**config.mk**
```make
export PLATFORM = sky130hd
export DESIGN_NAME = usbjtag_engine
export DESIGN_NICKNAME = d
export VERILOG_FILES = /design/src/rtl/usbjtag_pkg.sv /design/src/rtl/usbjtag_seq.sv /design/src/rtl/usbjtag_shift.sv /design/src/rtl/usbjtag_pins.sv /design/src/rtl/usbjtag_engine.sv
export SDC_FILE = /design/constraint.sdc
export NUM_CORES = 1
export LEC_CHECK = 0
export CORE_MARGIN = 2
export CORE_UTILIZATION = 40
export CTS_BUF_LIST = sky130_fd_sc_hd__clkbuf_16
export CTS_CLUSTER_SIZE = 20
export DETAILED_ROUTE_END_ITERATION = 10
export PLACE_DENSITY = 0.62
export SETUP_SLACK_MARGIN = 0.5
export SLEW_MARGIN = 0
export SYNTH_ARGS = -nofsm -noshare
export SYNTH_HDL_FRONTEND = slang
export SYNTH_SLANG_ARGS = --single-unit
```
**constraint.sdc**
```tcl
create_clock -name clk -period 2.4 [get_ports clk]
set_input_delay 0.24 -clock clk [delete_from_list [all_inputs] [get_ports clk]]
set_output_delay 0.24 -clock clk [all_outputs]
set_load 0.1 [all_outputs]
```
**src/rtl/usbjtag_pkg.sv**
```systemverilog
package usbjtag_pkg;

    localparam int BYTE_W       = 8;
    localparam int CNT_W        = 6;
    localparam int PIN_N        = 6;
    localparam int BITC_W       = $clog2(BYTE_W) + 1;
    localparam int OP_SHIFT_BIT = 7;
    localparam int OP_READ_BIT  = 6;

    // Sixteen codes, each with a defined successor.
    typedef enum logic [3:0] {
        ST_IDLE     = 4'd0,
        ST_BB_SET   = 4'd1,
        ST_BB_RESP  = 4'd2,
        ST_BS_FETCH = 4'd3,
        ST_BS_LOW   = 4'd4,
        ST_BS_HIGH  = 4'd5,
        ST_BS_RESP  = 4'd6,
        ST_BS_NEXT  = 4'd7,
        ST_SPARE8   = 4'd8,
        ST_SPARE9   = 4'd9,
        ST_SPARE10  = 4'd10,
        ST_SPARE11  = 4'd11,
        ST_SPARE12  = 4'd12,
        ST_SPARE13  = 4'd13,
        ST_SPARE14  = 4'd14,
        ST_SPARE15  = 4'd15
    } seq_state_e;

    // Packed so that the least significant member matches command bit 0.
    typedef struct packed {
        logic oe;
        logic tdi;
        logic ncs;
        logic nce;
        logic tms;
        logic tck;
    } pin_bus_t;

    typedef struct packed {
        logic             shift;
        logic             read;
        logic [CNT_W-1:0] arg;
    } cmd_t;

    function automatic cmd_t decode_cmd(input logic [BYTE_W-1:0] b);
        cmd_t c;
        c.shift = b[OP_SHIFT_BIT];
        c.read  = b[OP_READ_BIT];
        c.arg   = b[CNT_W-1:0];
        return c;
    endfunction

    function automatic logic is_shift_state(input seq_state_e s);
        return (s == ST_BS_FETCH) || (s == ST_BS_LOW) || (s == ST_BS_HIGH) ||
               (s == ST_BS_RESP)  || (s == ST_BS_NEXT);
    endfunction

endpackage

```
**src/rtl/usbjtag_seq.sv**
```systemverilog
module usbjtag_seq
    import usbjtag_pkg::*;
#(
    parameter int DW  = BYTE_W,
    parameter int CW  = CNT_W,
    localparam int BCW = $clog2(DW) + 1
) (
    input  logic          clk,
    input  logic [DW-1:0] rx_data,
    input  logic          rx_valid,
    output logic          rx_ready,
    input  logic          tx_ready,
    output logic          tx_valid,
    output seq_state_e    state_o,
    output logic          armed_o,
    output logic          take_byte,
    output logic          bb_set,
    output logic          bit_low,
    output logic          bit_high,
    output logic          xfer_end
);

    seq_state_e     state;
    logic [CW-1:0]  bytecnt;
    logic [BCW-1:0] bitcnt;
    logic           want_rd;
    logic           armed;
    cmd_t           cmd;

    assign cmd       = decode_cmd(rx_data);
    assign rx_ready  = (state == ST_IDLE) || (state == ST_BS_FETCH);
    assign tx_valid  = (state == ST_BB_RESP) || (state == ST_BS_RESP);
    assign take_byte = rx_ready && rx_valid && ((state == ST_BS_FETCH) || !cmd.shift);
    assign bb_set    = (state == ST_BB_SET);
    assign bit_low   = (state == ST_BS_LOW);
    assign bit_high  = (state == ST_BS_HIGH);
    assign xfer_end  = (state == ST_BS_NEXT) && (bytecnt <= CW'(1));
    assign state_o   = state;
    assign armed_o   = armed;

    always_ff @(posedge clk) begin
        armed <= armed | (state == ST_IDLE);
        case (state)
            ST_IDLE: begin
                if (rx_valid) begin
                    want_rd <= cmd.read;
                    if (cmd.shift) begin
                        bytecnt <= cmd.arg;
                        state   <= (cmd.arg == '0) ? ST_IDLE : ST_BS_FETCH;
                    end else begin
                        state <= ST_BB_SET;
                    end
                end
            end
            ST_BB_SET:  state <= want_rd ? ST_BB_RESP : ST_IDLE;
            ST_BB_RESP: if (tx_ready) state <= ST_IDLE;
            ST_BS_FETCH: begin
                if (rx_valid) begin
                    bitcnt <= BCW'(DW);
                    state  <= ST_BS_LOW;
                end
            end
            ST_BS_LOW: begin
                bitcnt <= bitcnt - BCW'(1);
                state  <= ST_BS_HIGH;
            end
            ST_BS_HIGH: begin
                if (bitcnt == '0) state <= want_rd ? ST_BS_RESP : ST_BS_NEXT;
                else              state <= ST_BS_LOW;
            end
            ST_BS_RESP: if (tx_ready) state <= ST_BS_NEXT;
            ST_BS_NEXT: begin
                bytecnt <= bytecnt - CW'(1);
                state   <= (bytecnt <= CW'(1)) ? ST_IDLE : ST_BS_FETCH;
            end
            default: state <= ST_IDLE;
        endcase
    end

    AST_ZERO_COUNT: assert property (@(posedge clk) disable iff (!armed)
        (state == ST_IDLE && rx_valid && cmd.shift && cmd.arg == '0) |=> (state == ST_IDLE));

    AST_RESP_HOLD: assert property (@(posedge clk) disable iff (!armed)
        (tx_valid && !tx_ready) |=> tx_valid);

endmodule

```
**src/rtl/usbjtag_shift.sv**
```systemverilog
module usbjtag_shift #(
    parameter int DW = usbjtag_pkg::BYTE_W
) (
    input  logic          clk,
    input  logic          armed,
    input  logic          load,
    input  logic [DW-1:0] load_val,
    input  logic          bb_cap,
    input  logic          step,
    input  logic          tdo,
    input  logic          asdo,
    input  logic          ncs,
    output logic [DW-1:0] sh
);

    logic carry;

    // nCS high means JTAG use (TDO); low means serial-flash use (ASDO).
    assign carry = ncs ? tdo : asdo;

    always_ff @(posedge clk) begin
        if (load)
            sh <= load_val;
        else if (bb_cap)
            sh <= {{(DW-2){1'b0}}, asdo, tdo};
        else if (step)
            sh <= {carry, sh[DW-1:1]};
    end

    AST_CAPTURE_SOURCE: assert property (@(posedge clk) disable iff (!armed)
        (step && !load && !bb_cap) |=> (sh[DW-1] == $past(ncs ? tdo : asdo)));

endmodule

```
**src/rtl/usbjtag_pins.sv**
```systemverilog
module usbjtag_pins
    import usbjtag_pkg::*;
(
    input  logic     clk,
    input  logic     armed,
    input  logic     bb_load,
    input  pin_bus_t bb_val,
    input  logic     tdi_set,
    input  logic     tdi_val,
    input  logic     tck_rise,
    input  logic     tck_fall,
    output pin_bus_t pins
);

    always_ff @(posedge clk) begin
        if (bb_load) begin
            pins <= bb_val;
        end else begin
            if (tdi_set)       pins.tdi <= tdi_val;
            if (tck_fall)      pins.tck <= 1'b0;
            else if (tck_rise) pins.tck <= 1'b1;
        end
    end

    AST_BB_LOAD: assert property (@(posedge clk) disable iff (!armed)
        bb_load |=> (pins == $past(bb_val)));

endmodule

```
**src/rtl/usbjtag_engine.sv**
```systemverilog
module usbjtag_engine
    import usbjtag_pkg::*;
(
    input  logic              clk,
    input  logic [BYTE_W-1:0] rx_data,
    input  logic              rx_valid,
    output logic              rx_ready,
    output logic [BYTE_W-1:0] tx_data,
    output logic              tx_valid,
    input  logic              tx_ready,
    input  logic              tdo_i,
    input  logic              asdo_i,
    output logic              tck_o,
    output logic              tms_o,
    output logic              nce_o,
    output logic              ncs_o,
    output logic              tdi_o,
    output logic              drv_en_o
);

    seq_state_e        st;
    logic              armed;
    logic              take_byte, bb_set, bit_low, bit_high, xfer_end;
    logic [BYTE_W-1:0] sh;
    pin_bus_t          pins;

    usbjtag_seq #(.DW(BYTE_W), .CW(CNT_W)) u_seq (
        .clk       (clk),
        .rx_data   (rx_data),
        .rx_valid  (rx_valid),
        .rx_ready  (rx_ready),
        .tx_ready  (tx_ready),
        .tx_valid  (tx_valid),
        .state_o   (st),
        .armed_o   (armed),
        .take_byte (take_byte),
        .bb_set    (bb_set),
        .bit_low   (bit_low),
        .bit_high  (bit_high),
        .xfer_end  (xfer_end)
    );

    usbjtag_shift #(.DW(BYTE_W)) u_shift (
        .clk      (clk),
        .armed    (armed),
        .load     (take_byte),
        .load_val (rx_data),
        .bb_cap   (bb_set),
        .step     (bit_high),
        .tdo      (tdo_i),
        .asdo     (asdo_i),
        .ncs      (pins.ncs),
        .sh       (sh)
    );

    usbjtag_pins u_pins (
        .clk      (clk),
        .armed    (armed),
        .bb_load  (bb_set),
        .bb_val   (pin_bus_t'(sh[PIN_N-1:0])),
        .tdi_set  (bit_low),
        .tdi_val  (sh[0]),
        .tck_rise (bit_high),
        .tck_fall (bit_low | xfer_end),
        .pins     (pins)
    );

    assign tx_data  = sh;
    assign tck_o    = pins.tck;
    assign tms_o    = pins.tms;
    assign nce_o    = pins.nce;
    assign ncs_o    = pins.ncs;
    assign tdi_o    = pins.tdi;
    assign drv_en_o = pins.oe;

    AST_TX_STABLE: assert property (@(posedge clk) disable iff (!armed)
        (tx_valid && !tx_ready) |=> (tx_valid && $stable(tx_data)));

    AST_FETCH_STALL: assert property (@(posedge clk) disable iff (!armed)
        (st == ST_BS_FETCH && !rx_valid) |=> ($stable(tck_o) && $stable(tdi_o)));

    AST_TCK_PHASE: assert property (@(posedge clk) disable iff (!armed)
        (st == ST_BS_HIGH) |-> !tck_o);

    AST_PINS_FROZEN: assert property (@(posedge clk) disable iff (!armed)
        is_shift_state(st) |=> $stable({tms_o, nce_o, ncs_o, drv_en_o}));

    AST_READBACK_UPPER: assert property (@(posedge clk) disable iff (!armed)
        (st == ST_BB_RESP) |-> (tx_data[BYTE_W-1:2] == '0));

endmodule

```
# After elaboration in Yosys (flattened, before gate mapping)
# Index checks and enable logic that the tools add are counted.
# W data, S select, Z words.
# classes
magnitude_cmp	1
n_eq_ne	12
bitwise_logic	1
reduce_logical	19
muxes	25
n_addsub	2
# op_table
cell	n
$pmux W4 S8	1
$mux W4	7
$mux W8	3
$eq A4 B3 Y1 const B	4
$mux W6	2
$pmux W6 S2	1
$ne A2 B2 Y1 const B	5
$eq A4 B2 Y1 const B	2
$logic_not A4 Y1	2
$pmux W4 S2	1
$mux W1	7
$le A6 B1 Y1 const B	1
$logic_not A6 Y1	1
$mux W2	3
$reduce_bool A2 Y1	3
$reduce_bool A3 Y1	2
$sub A6 B1 Y6 const B	1
$eq A4 B1 Y1 const B	1
$reduce_and A2 Y1	2
$reduce_and A4 Y1	1
$sub A4 B1 Y4 const B	1
$logic_and A1 B1 Y1	3
$logic_or A1 B1 Y1	3
$reduce_and A3 Y1	1
2 further kinds	2
# word_totals
register_bits	29
wordCells	71
output_inout_bits	16

# Longest topological paths before layout
# Gate-level depths: netlist of run 1.
# depth
depth_word	5
depth_mapped	5

# Modules after synthesis
# Synthesis of run 1 repeated with hierarchy kept, for this count alone.
# hier_totals
cells_unflattened	133
area_unflattened_um2	1524.0
# by_module_without_submodules
mod	n_inst	area_each_um2	seq_area_each_um2	cells_per_inst
usbjtag_seq	1	938.4	440.4	95
usbjtag_shift	1	366.6	240.2	26
usbjtag_pins	1	212.7	180.2	11
usbjtag_engine	1	6.3	0.0	1

# Least setup slack after synthesis of run 1
# OpenSTA, ideal clock, no wires.
# synth_path
path_type	flip-flop to output port
from	reg u_seq.state[1] (netlist: u_seq.state_o[1])
to	out rx_ready
required_time_ps	2160
n_path_buf	1
stages_incl_launch_ff	4
path_slack_ps	-1094
arrival_time_ps	3254
path_cell_list	edfxtp_1 buf_2 nor2b_1 nor3_1
# synth_via
elab_chain_len	2
elab_cells_between_ends	3
classes_between	eq/ne: 1; reduce/logical: 2
# synth_rtl
element	line_no	text
start: declaration	usbjtag_seq.sv:23	seq_state_e state;
start signal: assignment	usbjtag_seq.sv:49	state <= (cmd.arg == '0) ? ST_IDLE : ST_BS_FETCH;
start signal: assignment	usbjtag_seq.sv:55	ST_BB_SET: state <= want_rd ? ST_BB_RESP : ST_IDLE;
start signal: assignment	usbjtag_seq.sv:68	if (bitcnt == '0) state <= want_rd ? ST_BS_RESP : ST_BS_NEXT;
$eq A4 B2 Y1 / $logic_not A4 Y1 (equally long branches)	-	
$logic_or A1 B1 Y1 (*)	usbjtag_seq.sv:31	assign rx_ready = (state == ST_IDLE) || (state == ST_BS_FETCH);
end: declaration	usbjtag_engine.sv:7	output logic rx_ready,
# Mark *: on every way between the ends. The rest lies on a longest branch, timed or not.

# Worst setup path after layout of run 1
# layout_path
from	reg u_seq.state[2] (netlist: u_seq.state_o[2])
to	reg u_shift.sh[0], data pin
# layout_via
elab_chain_len	5
elab_cells_between_ends	9
classes_between	eq/ne: 2; mux: 2; reduce/logical: 5
# layout_rtl
element	line_no	text
$eq A4 B2 Y1 / $logic_not A4 Y1 (equally long branches)	-	
$logic_or A1 B1 Y1	usbjtag_seq.sv:31	
$logic_and A1 B1 Y1 (2 in a row)	usbjtag_seq.sv:33	assign take_byte = rx_ready && rx_valid && ((state == ST_BS_FETCH) || !cmd.shift);
$mux W8 (*)	usbjtag_shift.sv:22	if (load)
end signal: assignment	usbjtag_shift.sv:23	sh <= load_val;
end signal: assignment	usbjtag_shift.sv:25	sh <= {{(DW-2){1'b0}}, asdo, tdo};
end signal: assignment	usbjtag_shift.sv:27	sh <= {carry, sh[DW-1:1]};
end: declaration	usbjtag_shift.sv:13	output logic [DW-1:0] sh
# Marked as above.
# A chain may end at the register's enable or synchronous reset.

==> results by group, run 1 <==
Run status
  – Outcome: completed

Placement
  – Post-DP Area: between 1500 and 2000 µm²
  – I/O Buffers: 28
  – Hpwl dp: 2.53 mm
  – GP Congestion: 0.826

CTS
  – TritonCTS clock tree: built
  – TritonCTS Buffers: 3
  – Worst-case clock buffer depth: 2
  – Post-CTS setup buffer count: 0
  – CTS root buffer: clkbuf_16
  – TritonCTS Sinks: 28
  – Clock slew at reported path FFs: about 0.07 ns
  – H-tree depth: 1
  – Clock insertion delay at the later pin of the skew report: 0.26 ns

Final layout
  – Design area: approximately 2000 µm²
  – # fillers: 334
  – Total Nets Final: ~190
  – Register Area: 841 µm²
  – Multi-input logic area: 623 µm²
  – Antenna cells: 0
  – P&R area growth vs syn: 28.7%
  – Share of cells above drive strength 1: between 20 and 25%

Timing
  – Least-Margin Pin Slew: 0.586 ns
  – Clock Skew: 0.00134 ns
  – Fin crit period: 1.85 ns
  – Final setup viols: 0
  – Fmax achieved: 541 MHz
  – Final Max Slew Viols: 0
  – Max_slew headroom: between 60% and 70%
  – RSZ-0062 raised after global routing: no
  – Fin crit share: 77.1%
  – Endpoints failing hold: 0
  – Sum of negative setup slack: 0 ns

Setup path
  – Worst EP arrival: roughly 1.9 ns
  – Worst Setup Start Kind: flop
  – Crit-path max FO: 9
  – Ordered cell list for the critical path: or3b_4 -> inv_6 -> mux2_4 -> mux2_2
  – Kind of critical path: reg -> reg
  – WP data required: 2.41 ns
  – CP peak stage delay: approximately 0.5 ns
  – Critical path's slowest cell: or3b_4
  – Worst Path Buf+Inv: 1
  – CP Capture Type: flop
  – CP delay by family, top: multiplexers

Drt
  – Routed vias: 1123
  – Drt initial violations: 58
  – DR WL/cell: 14.9 µm
  – Remaining design rule violation count: 0
  – Via-to-Cell Ratio: between 5 and 6
  – Antenna Violating Nets Remaining: 0
  – Uppermost routed layer: met4
  – First-pass iteration count of the detailed router: 4
  – WL met2: 1.63 mm
  – Metal1 wirelength: roughly 1.5 mm
  – Post-Route WL: 3.23 mm
  – Met3 wire len: around 90 µm

Global routing
  – Largest net degree at the start of global routing: 17
  – Vias in the first global route: ~1.1k
  – First-pass GRT wire length: 5.29 mm
  – Total GRT Usage: roughly 16%
  – Global route overflow: 0
  – Initial antenna violation count: 0

Floorplan
  – I/O pins: 29
  – Die Width: 65.9 µm
  – Die Area: 4340 µm²
  – Starting Density: 41.9%
  – Chip height: approximately 66 µm
  – # rows: 22
  – Core ar.: 3660 µm²

Synth
  – Synth Cell Area: 1530 µm²
  – Avg Cell Area, Syn: 11.3 µm²
  – Synth Flop Type: edfxtp_1
  – Asr flop ratio synth: 0%
  – Syn Inst Count: ~140
  – Post-synth EDFFs: 28
  – FF+latch count, synth: 28
  – Yosys warning total: 0
  – Synth cell types: 43
  – Register area share after synthesis: 54.9%
  – Syn Nets: 152

Run
  – Maxcap violations: 0

Hold path
  – Worst Hold Class: reg -> reg
worst reg2reg max path, delay by kind of cell, from the launching register on:
kind | cells | cell delay (ns)
buffers and inverters | 1 | 0.12
flip-flops | 1 | 0.41
multiplexers | 2 | 0.58
AND/OR/NAND/NOR | 1 | 0.49
Yosys cell counts (3+ instances only):
library cell | count | share of area, %
edfxtp_1 | 28 | 55
nand2_1 | 18 | 4.4
inv_1 | 13 | 3.2
nor2_1 | 6 | 1.5
nor3_1 | 6 | 2.0
o21ai_0 | 6 | 2.0
mux2i_1 | 5 | 3.3
xnor2_1 | 4 | 2.3
ha_1 | 3 | 2.4
mux2_2 | 3 | 2.2
nand3_1 | 3 | 0.98
nand4_1 | 3 | 1.2
nor2b_1 | 3 | 1.2
cells in the final DEF (no fill, tap or decap), types with 3 or more instances in the layout:
master / count
edfxtp_1: 28
buf_4: 22
nand2_1: 18
inv_1: 13
clkdlybuf4s50_1: 12
nor2_1: 6
o21ai_0: 6
nor3_1: 5
mux2i_1: 5
xnor2_1: 4
nand4_1: 3
mux2_2: 3
nand3_1: 3
ha_1: 3
clkbuf_16: 3
area by class of cell:
type / instances / area share [%]
inverters: 14 / 2.92
repair buffers: 34 / 14.5
clock buffers: 3 / 3.81
flip-flops and latches: 28 / 42.6
multi-input cells: 89 / 31.6
well taps: 48 / 3.05
clock inverters: 1 / 1.52
through the flow:
stage	hold WS [ns]	instances	util, %	setup WS, ns
2_1_floorplan	0.339	136	-	0.518
3_3_place_gp	0.482	213	50.9	0.485
3_5_place_dp	0.481	213	50.9	0.434
4_1_cts	0.506	217	53.9	0.556
5_1_grt	0.515	217	53.9	0.511
6_report	0.505	217	53.9	0.550
cell families (layout without fill, tap and decap cells):
logic type	Yosys count	after routing	synth area share, %
AOI/OAI and AO/OA	18	18	8.33
muxes	10	10	7.43
xor gates and xnor gates	6	6	3.43
adders and majority gates	4	4	3.10
buffers and inverters	19	52	5.88
DFF	28	28	54.9
and+or+nand+nor	51	51	17.0
per-layer routing:
| metal | global-route usage, % | vias to the layer above |
|---|---|---|
| li1 | - | 555 |
| met1 | 23.2 | 544 |
| met2 | 26.4 | 22 |
| met3 | 1.53 | 2 |
| met4 | 3.13 | 0 |
| met5 | 0 | - |
worst paths after layout:
kind | start | endpoint | slack (ns) | cells after the start
max reg2reg | u_seq.state_o[2] | u_shift.sh[0] | 0.55 | 4
min reg2reg | u_shift.sh[3] | u_pins.pins[3] | 0.50 | 0
min | u_shift.sh[3] | u_pins.pins[3] | 0.50 | 0
max | u_seq.state_o[2] | u_shift.sh[0] | 0.55 | 4
sequential cells by signal, indices dropped and copies added (netlist names):
register / cells
u_seq.state_o: 3
u_seq.want_rd: 1
u_pins.pins: 6
u_shift.sh: 8
u_seq.bitcnt: 4
u_seq.bytecnt: 6
what timing repair did:
action                                  CTS  global route
endpoints found under the setup margin    2             0
hold buffers                              0             0
resized for setup                         1             0
hold endpoints to repair                  0             0
Power of run 1 is left out: the tool's default activity adds up to more than one toggle a clock period on the data nets, which glitch-free logic cannot reach.
==> run 2, diff against run 1 <==
--- a/config.mk
+++ b/config.mk
@@ -10,7 +10,7 @@
 export CTS_BUF_LIST = sky130_fd_sc_hd__clkbuf_16
 export CTS_CLUSTER_SIZE = 20
 export DETAILED_ROUTE_END_ITERATION = 10
-export PLACE_DENSITY = 0.62
+export PLACE_DENSITY = 0.64
 export SETUP_SLACK_MARGIN = 0.5
 export SLEW_MARGIN = 0
 export SYNTH_ARGS = -nofsm -noshare
==> constraint.sdc (replaced) <==
create_clock -name clk -period 1.6 [get_ports clk]
set_input_delay 0.16 -clock clk [delete_from_list [all_inputs] [get_ports clk]]
set_output_delay 0.16 -clock clk [all_outputs]
set_load 0.1 [all_outputs]
==> run 2 against run 1 <==
  * Critical path type unchanged
  * First-iteration DRC count fell by 5.2%
  * Sequential share of layout area down 13 points
  * The flow now finishes with violations (negative setup slack)
  * Worst setup slack worse by 0.67 ns
  * Final cell count is 18% higher
==> results by group, run 2 (synthesis gave the netlist of run 1 again) <==
Run status
  – Outcome: complete, but fails checks
  – Failing checks: negative setup slack

Floorplan
  – Chip height: 65.9 µm
  – Die Width: 65.9 µm
  – I/O pins: 29
  – # rows: 22
  – Core ar.: 3660 µm²
  – Starting Density: 41.9%
  – Die Area: 4340 µm²

CTS
  – Clock slew at reported path FFs: 0.07 ns
  – CTS root buffer: clkbuf_16
  – Hold bufs inserted after CTS: 0
  – TritonCTS Sinks: 28
  – H-tree depth: 1
  – Clock insertion delay at the later pin of the skew report: approximately 0.27 ns
  – TritonCTS clock tree: built
  – TritonCTS Buffers: 3
  – Worst-case clock buffer depth: 2

Setup path
  – Worst Setup Start Kind: flop
  – Worst EP arrival: approximately 1.7 ns
  – CP dominant cell by count: mux2_4
  – Critical path's slowest cell: or3b_4
  – Worst Path Buf+Inv: 1
  – WP data required: 1.62 ns
  – FF-to-FF setup slack: -0.12 ns
  – CP Capture Type: flop
  – Crit-path max FO: 3
  – CP peak stage delay: 0.45 ns
  – Critical Path Stages: 4
  – Crit path to: u_shift.sh[1]
  – Worst R2R End: u_shift.sh[1]
  – Kind of critical path: reg -> reg
  – R2R cell count: 4
  – Ordered cell list for the critical path: or3b_4 -> inv_8 -> mux2_4 -> mux2_4
  – Worst r2r src: u_seq.state_o[1]
  – CP delay by family, top: multiplexers
  – Worst setup path start: u_seq.state_o[1]

Drt
  – Post-Route WL: 4.71 mm
  – Routed vias: 1328
  – First-pass iteration count of the detailed router: 4
  – Drt initial violations: between 50 and 60
  – Via-to-Cell Ratio: 5.19
  – DR WL/cell: about 18 µm
  – Antenna Violating Nets Remaining: 0
  – Remaining design rule violation count: 0

Timing
  – Least-Margin Pin Slew: 0.355 ns
  – Clock Skew: 0.000980 ns
  – Post-route worst setup slack: -0.116 ns
  – RSZ-0062 raised after global routing: yes
  – Final setup viols: 18
  – Max_slew headroom: 76.2%
  – Endpoints failing hold: 0
  – Final Max Slew Viols: 0
  – Fmax achieved: 583 MHz
  – Fin crit share: 107%
  – Fin crit period: 1.72 ns
  – Worst hold margin: 0.415 ns

Placement
  – GP Congestion: 0.834
  – Hpwl dp: 2.77 mm
  – Post-DP Area: 2210 µm²
  – I/O Buffers: 28

Final layout
  – Design area: 2800 µm²
  – Reg with most FFs: u_shift.sh
  – Share of cells above drive strength 1: 56.7%
  – Register Area: 841 µm²
  – Max reg flops: 8
  – Most frequent cells in the layout: edfxtp_1, buf_4, buf_12, buf_6, inv_1
  – Multi-input logic area: 877 µm²
  – # fillers: about 210
  – Total Nets Final: 225
  – Antenna cells: 0
  – P&R area growth vs syn: 82.6%
  – Leading cell type in the layout, fill and taps excluded: edfxtp_1
  – Regs by FF count: u_shift.sh: 8 flops, u_pins.pins: 6 flops, u_seq.bytecnt: 6 flops

Global routing
  – Largest net degree at the start of global routing: 16
  – First-pass GRT wire length: a little under 7 mm
  – Initial antenna violation count: 0
  – Global route overflow: 0
  – Total GRT Usage: between 20% and 30%
  – Vias in the first global route: 1392

Hold path
  – Worst Hold Class: in -> reg

Run
  – Maxcap violations: 0
[run 2: cell types whose count changed in the layout (fill, tap and decap cells not counted), sizes merged]
cell and delta:
bufinv -1, clkdlybuf4s15 +1, clkinv +1, dlygate4sd2 +3, clkdlybuf4s50 -4, buf +39
[run 2: how the worst min path moves through the flow]
stage | cells after the start | end | from | slack, ns
2_1_floorplan | 0 | u_seq.want_rd | rx_data[6] | 0.26
3_3_place_gp | 0 | u_pins.pins[3] | u_shift.sh[3] | 0.54
3_5_place_dp | 0 | u_pins.pins[3] | u_shift.sh[3] | 0.54
4_1_cts | 4 | u_seq.bytecnt[3] | rx_data[3] | 0.40
5_1_grt | 4 | u_seq.bytecnt[3] | rx_data[3] | 0.44
6_report | 4 | u_seq.bytecnt[3] | rx_data[3] | 0.42
[run 2: per-stage QoR]
stage	std cells	utilization [%]	TNS, ns	setup slack, ns
final	256	76.5	-1.27	-0.116
after global routing	256	76.5	-2.64	-0.163
after CTS	246	72.0	-0.233	-0.0868
after detailed placement	224	60.5	-1.97	-0.175
after global placement	224	60.5	-0.702	-0.139
after floorplan	136	-	-1.29	-0.204
[run 2: metal layers]
layer / global-route usage, % / vias up / wire length (µm)
met1: 25.0 / 655 / 1870
li1: - / 635 / -
met4: 7.03 / 0 / 104
met2: 39.5 / 29 / 2600
met3: 3.24 / 9 / 137
met5: 0 / - / 0
[run 2: cell type report]
cell class	count	area share (%)
clock buffers	3	2.68
clock inverters	1	0.134
inverters	14	2.41
multi-input cells	89	31.3
flip-flops and latches	28	30.0
well taps	48	2.15
repair buffers	73	31.2
[run 2: tightest hold or removal path: stages]
cell	delay (ns)
clkdlybuf4s15_1	0.21
buf_4	0.13
nand2_2	0.04
o21ai_2	0.04
[run 2: repair_timing]
item | CTS | global route
endpoints found under the setup margin | 54 | 58
gates resized for setup | 58 | 24
setup buffers | 18 | 10
pin swaps | 18 | 9
Power of run 2 is left out for the same reason.
